### src/rtl/tsflag_ctl.sv
module tsflag_ctl #(
  parameter int          CR_W    = 32,
  parameter int          FLAG_POS = 3,
  parameter int          ERR_W   = 16,
  parameter logic [31:0] CR_INIT = 32'h6000_0011,
  parameter logic [7:0]  OPC_B0  = 8'h0F,
  parameter logic [7:0]  OPC_B1  = 8'h06
) (
  input  logic             clk,
  input  logic             rst_n,
  input  logic             instr_valid,
  input  logic [7:0]       op_b0,
  input  logic [7:0]       op_b1,
  input  logic             lock_pfx,
  input  logic [1:0]       cpl,
  input  logic [2:0]       cpu_mode,
  input  logic             ts_event,
  output logic [31:0]      cr_q,
  output logic             retire_o,
  output logic             fault_o,
  output logic [1:0]       fault_cls,
  output logic [15:0]      fault_err
);
  localparam logic [2:0] M_REAL = 3'd0;
  localparam logic [2:0] M_V86  = 3'd2;
  localparam logic [1:0] C_NONE = 2'd0;
  localparam logic [1:0] C_UD   = 2'd1;
  localparam logic [1:0] C_GP   = 2'd2;
  localparam logic [CR_W-1:0] KEEP_MASK = ~(CR_W'(1) << FLAG_POS);
  localparam logic [CR_W-1:0] BASE = CR_W'(CR_INIT) & KEEP_MASK;

  logic flag_q;
  logic hit, bad_ud, bad_gp, ok;
  logic [1:0] cls_d;

  assign hit    = instr_valid && (op_b0 == OPC_B0) && (op_b1 == OPC_B1);
  assign bad_ud = hit && lock_pfx;
  assign bad_gp = hit && !lock_pfx &&
                  ((cpu_mode == M_V86) || ((cpu_mode != M_REAL) && (cpl != 2'd0)));
  assign ok     = hit && !lock_pfx && !bad_gp;
  assign cls_d  = bad_ud ? C_UD : (bad_gp ? C_GP : C_NONE);

  always_ff @(posedge clk) begin
    if (!rst_n) begin
      flag_q    <= 1'b0;
      retire_o  <= 1'b0;
      fault_o   <= 1'b0;
      fault_cls <= C_NONE;
      fault_err <= '0;
    end else begin
      if (ts_event)
        flag_q <= 1'b1;
      else if (ok)
        flag_q <= 1'b0;
      retire_o  <= ok;
      fault_o   <= bad_ud || bad_gp;
      fault_cls <= cls_d;
      fault_err <= ERR_W'(0);
    end
  end

  assign cr_q = BASE | (CR_W'(flag_q) << FLAG_POS);
endmodule

### config.mk
export PLATFORM = sky130hd
export DESIGN_NAME = tsflag_ctl
export DESIGN_NICKNAME = d
export VERILOG_FILES = /design/src/rtl/tsflag_ctl.sv
export SDC_FILE = /design/constraint.sdc
export NUM_CORES = 1
export LEC_CHECK = 0
export ABC_AREA = 1
export ABC_CLOCK_PERIOD_IN_PS = 2800
export BUFFER_PORTS_ARGS = -buffer_cell sky130_fd_sc_hd__buf_4
export CAP_MARGIN = 20
export CORE_MARGIN = 5
export CORE_UTILIZATION = 35
export DETAILED_ROUTE_END_ITERATION = 8
export PLACE_DENSITY = 0.83
export RECOVER_POWER = 100
export SYNTH_ARGS = -nofsm -noshare
export SYNTH_HDL_FRONTEND = slang
export SYNTH_SLANG_ARGS = --single-unit
### constraint.sdc
create_clock -name clk -period 2.8 [get_ports clk]
set_clock_uncertainty 0.2 [all_clocks]
set_input_delay 0.56 -clock clk [delete_from_list [all_inputs] [get_ports clk]]
set_output_delay 0.56 -clock clk [all_outputs]
set_load 0.03 [all_outputs]
## After elaboration in Yosys (flattened, before gate mapping)

Index checks and enable logic that the tools add are counted.

- Bits in registers: 5
- Input port bits: 26
- Word-level logic and storage cells: 28

- Eq/ne operators: 3
- Multiplexer cells: 4
- Bitwise gates (word level): 1
- Reduce and logical (&&, ||, !) cells: 15

Operators by type and width:

| cell | count |
|---|---|
| 8-bit by 3-bit equality test with 1-bit output, second input constant | 1 |
| 8-bit by 4-bit equality test with 1-bit output, second input constant | 1 |
| 1-bit logical AND | 7 |
| 2-bit nonzero test | 2 |
| 3-bit by 2-bit equality test with 1-bit output, second input constant | 1 |
| 1-bit two-way mux | 3 |
| 3-bit nonzero test | 1 |
| 1-bit logical NOT | 2 |
| 1-bit logical OR | 2 |
| 2-bit two-way mux | 1 |
| 2-bit OR reduction | 1 |
| 1-bit inverter | 1 |

## Depth between registers and ports, before layout

Gate-level depths: netlist of the first run.

- Word-level depth: 9
- Gate-level depth with buffers: 8
- Depth with buffers taken out: 8

## Worst setup path before layout of the first run

No wires, ideal clock.

- Kind: input port to flip-flop
- From: in cpl[0]
- To: reg fault_o
- Library setup time: 0.116 ns
- Data arrival time: 1.133 ns
- Path slack: 1.351 ns
- Stages on the path: 6
- Buffers on the path: 0
- Path through: inv_1 nand2_1 o21ai_0 inv_1 o211ai_1 inv_1

- Word-level cells in the longest chain between the ends: 5

Ends and longest elaborated chain:

| what | RTL line | RTL |
|---|---|---|
| start: declaration | 15 | `input logic [1:0] cpl,` |
| 2-bit nonzero test | 39 | `((cpu_mode == M_V86) \|\| ((cpu_mode != M_REAL) && (cpl != 2'd0)));` |
| 1-bit logical AND | 39 |  |
| 1-bit logical OR | 39 |  |
| 1-bit logical AND | 38 | `assign bad_gp = hit && !lock_pfx &&` |
| 1-bit logical OR | 56 | `fault_o <= bad_ud \|\| bad_gp;` |
| end signal: assignment | 56 |  |
| end: declaration | 20 | `output logic fault_o,` |

Every way passes these cells.
A chain may end at the register's enable or synchronous reset.

## Worst setup path after layout of the first run

- From: reg flag_q
- To: out cr_q[3]

RTL lines:

| what | RTL line | RTL |
|---|---|---|
| start: declaration | 32 | `logic flag_q;` |
| start signal: assignment | 45 | `flag_q <= 1'b0;` |
| start signal: assignment | 52 | `flag_q <= 1'b1;` |
| start signal: assignment | 54 | `flag_q <= 1'b0;` |
| end: declaration | 18 | `output logic [31:0] cr_q,` |

No word-level cell between the ends.

==> results.cfg, run 1 <==
[outcome]
status = complete, no violations

[yosys]
ys_types = 17
yosysTopAreaCell = buf_4
yosysSeqAreaShare_pct = 14.8
yosysMostFrequentCell = buf_4
syn_area_per_cell_sq_um = 6.84
synth.top_cell.area_share_pct = 53.2
synthFlopType = dfxtp_1
synth_seq_cells = 5
async_flop_share_pct = 0
synth_area_sq_um = 677
synth_edf_count = 0
synth.area.top_cells = buf_4 53%, dfxtp_1 15%, inv_1 7.2%, nand2_1 6.1%, nor2_1 4.4%
synthCells = 99
synth_warnings = 0
synthTopCellsByCount = 48 x buf_4, 13 x inv_1, 11 x nand2_1

[worst_setup_path]
reg2reg_to = flag_q
r2r_start = flag_q
crit_cells = 1
r2r_setup_slack_ns = 2.05
path_class = reg -> out
crit_chain = clkbuf_1
cp-startpoint = flag_q
cp_top_family = flip-flops
path_max_fanout = 2
cp-start-kind = flip-flop
reg2reg_depth = 2
crit_arrival_ns = 0.88
cp_slowest_cell = dfxtp_1
crit_buf_inv = 1
worstPathRequired_ns = 2.04
worst_setup_path_end_kind = primary output
endpoint = cr_q[3]
slowest_delay_ns = 0.32

[place]
place_congestion = 0.642
placedCellCount = 153
place_worst_setup_slack_ns = 1.13
dpl.hpwl_um = 1130
numPortBuffers = 30

[cts]
cts.path.max_buffers = 2
cts_root_buf = clkbuf_4
cts_buffers = 3
clk_pin_slew_ns = 0.04
post_cts_buffers = 0
cts_tree = built
htree_levels = 1
clk_latency_ns = 0.24
ctsHoldBuffers = 0
cts_sinks = 5
cts_resized = 0

[timing]
finalHoldViolCount = 0
rsz0062_at_grt = false
fin_crit_sh_pct = 58.4
drv_slew = 0
worst_slack_ns = 1.16
tns_ns = 0
post-route-min-period_ns = 1.64
setup_viol = 0
max_freq_mhz = 611

[floorplan]
die_w_um = 54.0
core_area_sq_mm = 0.00190
die_h_um = 54.0
rows = 16
initial_core_util_pct = 35.6
dieArea_sq_mm = 0.00291
io_pins = 78

[drt]
wire_per_inst_um = 7.69
drc = 0
viasPerCell = 3.18
drtAntennaViolNets = 0
vias = 500
dr.pass1.iters = 2
wl_um = 1210
drt-initial-drc-count = 5

[global_route]
antenna_found_initial = 0
grt_use_total_pct = 6.88
grt_pass1_wl_um = 1440
grt_overflow = 0
grt_max_degree = 4
grt_pass1_vias = 383

[layout]
stdcell_count = 157
drive_gt1_share_pct = 23.8
fin_util_pct = 39.1
area_delta_synth_final_pct = 9.98
nets = 157
diodes = 0

[pwr]
p_leak_uw = 0.000453
power_density_mw_per_mm2 = 377
irDropWorstVdd_mv = 0.161

[min_path]
min_path_type = reg -> reg

[job]
drv_cap = 0
## worst reg2reg max path, delay by kind of cell, from the launching register on
kind             cells  cell delay [ns]
AND/OR/NAND/NOR      1             0.05
flip-flops           1             0.32
AO/OA/AOI/OAI        1             0.10
## worst min path at each step
| stage | from | end | cells after the start | slack (ns) |
|---|---|---|---|---|
| after floorplan | flag_q | flag_q | 2 | 0.24 |
| after global placement | flag_q | flag_q | 2 | 0.25 |
| after detailed placement | flag_q | flag_q | 2 | 0.26 |
| after CTS | flag_q | flag_q | 2 | 0.27 |
| after global routing | flag_q | flag_q | 2 | 0.29 |
| final | flag_q | flag_q | 2 | 0.26 |
## kinds of logic (layout without fill, tap and decap cells)
kind of cell / count (synthesis) / count (layout) / synth area share [%]
buffers and inverters: 61 / 47 / 60.4
DFF: 5 / 5 / 14.8
AOI/OAI and AO/OA: 3 / 3 / 2.59
and+or+nand+nor: 28 / 28 / 21.1
other: 2 / 47 / 1.11
## layout make-up
type                    instances  area [sq um]
fillers                       228          1160
repair buffers                 30           206
multi-input cells              78           329
flip-flops and latches          5           100
clock buffers                   4          26.3
inverters                      13          48.8
well taps                      27          33.8
## flip-flops by register name, indices dropped and copies added (netlist names)
name and cells:
retire_o 1, flag_q 1, fault_o 1, fault_cls 2
## layout by cell type, fill, tap and decap left out
cell,n
clkbuf_1,6
buf_4,23
o21ai_0,1
nand2_1,11
inv_1,13
a21oi_1,1
nand4_1,1
nor4_1,1
nand3_2,2
nor3_1,2
conb_1,47
dfxtp_1,5
o211ai_1,1
nand3_1,1
nor3b_2,1
clkbuf_4,5
nor2_1,9
## power by group
group / leakage [uW] / switching [uW] / internal, uW
Sequential: 0.0000406 / 0.477 / 72.6
Clock: 0.0000150 / 26.9 / 53.7
Combinational: 0.000397 / 100 / 26.9
## stage by stage
step	power (uW)	hold WS [ns]	instance area (sq um)
6_report	281	0.259	744
2_1_floorplan	222	0.237	846
4_1_cts	285	0.270	771
5_1_grt	296	0.289	744
3_3_place_gp	200	0.249	744
3_5_place_dp	201	0.263	744
## metal layers
layer / share of wire, % / vias up / routed length, um / global-route usage, %
li1: - / 262 / - / -
met1: 31 / 194 / 379 / 7.83
met2: 49 / 42 / 591 / 11.5
met3: 18 / 2 / 218 / 1.11
met4: 1.4 / 0 / 17 / 4.98
met5: 0 / - / 0 / 0
(Power assumes the default switching activity.)
==> run 2, diff against run 1 <==
ABC_CLOCK_PERIOD_IN_PS = 1600   (was 2800)
CORE_UTILIZATION = 33   (was 35)
PLACE_DENSITY = 0.79   (was 0.83)
clock period = 1.6 ns   (was 2.8 ns; I/O delays follow)
==> run 2 against run 1 <==
Die area is 4.9% higher. Setup slack worse by 0.97 ns. Sequential power is 75% higher.
==> results.cfg, run 2 (synthesized netlist as in run 1, its figures left out) <==
[global_route]
grt_pass1_vias = 489
grt_overflow = 0
grt_use_total_pct = 7.84
grt_max_degree = 4
antenna_found_initial = 0
grt_pass1_wl_um = 1970

[floorplan]
dieArea_sq_mm = 0.00306
die_w_um = 55.3
initial_core_util_pct = 34.5
rows = 16
core_area_sq_mm = 0.00196
die_h_um = 55.3
io_pins = 78

[pwr]
irDropWorstVdd_mv = 0.322
p_leak_uw = 0.000452
power_density_mw_per_mm2 = 670

[layout]
nets = 157
largest_reg_flops = 2
final_area_sq_um = 739
fillCellCount = 229
final_cell_mix = 47 x conb_1, 23 x buf_4, 13 x inv_1
regMostFlops = fault_cls
final_common_cell = conb_1
multiInputGateArea_sq_um = 324
area_delta_synth_final_pct = 9.24
diodes = 0
regArea_sq_um = 100
drive_gt1_share_pct = 23.1

[worst_setup_path]
path_max_fanout = 2
crit_buf_inv = 1
slowest_delay_ns = 0.32
crit_chain = clkbuf_1
worstPathRequired_ns = 1.08
cp_top_family = flip-flops
cp-start-kind = flip-flop
worst_setup_path_end_kind = primary output
cp_slowest_cell = dfxtp_1
path_class = reg -> out
crit_arrival_ns = 0.88

[timing]
rsz0062_at_grt = false
fin_crit_sh_pct = 87.6
post-route-min-period_ns = 1.40
tns_ns = 0
drv_slew = 0
setup_viol = 0
finalHoldViolCount = 0
max_freq_mhz = 714

[drt]
drt-initial-drc-count = 9
vias = 508
wl_um = 1250
drtAntennaViolNets = 0
drc = 0
dr.pass1.iters = 4
wire_per_inst_um = 7.96
viasPerCell = 3.24

[outcome]
status = complete, no violations

[place]
dpl-instance-area_sq_um = 744
dpl.hpwl_um = 1130
place_congestion = 0.758
numPortBuffers = 30

[min_path]
min_path_type = in -> reg

[cts]
cts_resized = 0
cts_tree = built
post_cts_buffers = 0
htree_levels = 1
cts_sinks = 5
cts_buffers = 3
cts_root_buf = clkbuf_4
clk_pin_slew_ns = 0.04
cts.path.max_buffers = 2
clk_latency_ns = 0.24
ctsHoldBuffers = 0

[job]
drv_cap = 0
## run 2: through the flow
| stage | hold WS, ns | std cells | worst slack, ns | total power [uW] | utilization (%) |
|---|---|---|---|---|---|
| 6_report | 0.122 | 157 | 0.199 | 496 | 37.7 |
| 5_1_grt | 0.125 | 157 | 0.154 | 524 | 37.7 |
| 4_1_cts | 0.114 | 157 | 0.337 | 502 | 39.3 |
| 3_5_place_dp | 0.257 | 153 | 0.205 | 352 | 37.9 |
| 3_3_place_gp | 0.248 | 153 | 0.235 | 351 | 37.9 |
| 2_1_floorplan | 0.237 | 144 | 0.391 | 388 | - |
## run 2: worst paths after layout
kind                                 to  cells past startpoint  slack [ns]      from
worst max-delay path            cr_q[3]                      1        0.20    flag_q
worst min-delay path             flag_q                      3        0.12  ts_event
worst max register to register   flag_q                      2        0.85    flag_q
worst min register to register   flag_q                      2        0.26    flag_q
## run 2: worst reg2reg max path: cells and delay by family (launching register included)
kind,cells,cell delay (ns)
flops,1,0.32
simple gates,1,0.05
compound gates,1,0.10
## run 2: metal layers
metal	global-route usage, %	routed length (um)	vias up
met5	0	0	-
met4	5.21	24	0
met3	3.50	173	2
met2	12.3	569	46
met1	8.39	482	198
li1	-	-	262
## run 2: layout make-up
type | count | share of cell area (%)
timing repair buffer | 30 | 27.9
multi-input combinational | 78 | 43.8
sequential | 5 | 13.5
inverter | 13 | 6.60
clock buffer | 4 | 3.55
tap | 27 | 4.57
## run 2: report_power, final
group / switching [uW] / total, uW / internal [uW] / leakage, uW
Combinational: 176 / 223 / 47.0 / 0.000397
Sequential: 0.902 / 128 / 127 / 0.0000406
Clock: 50.7 / 145 / 94.2 / 0.0000150
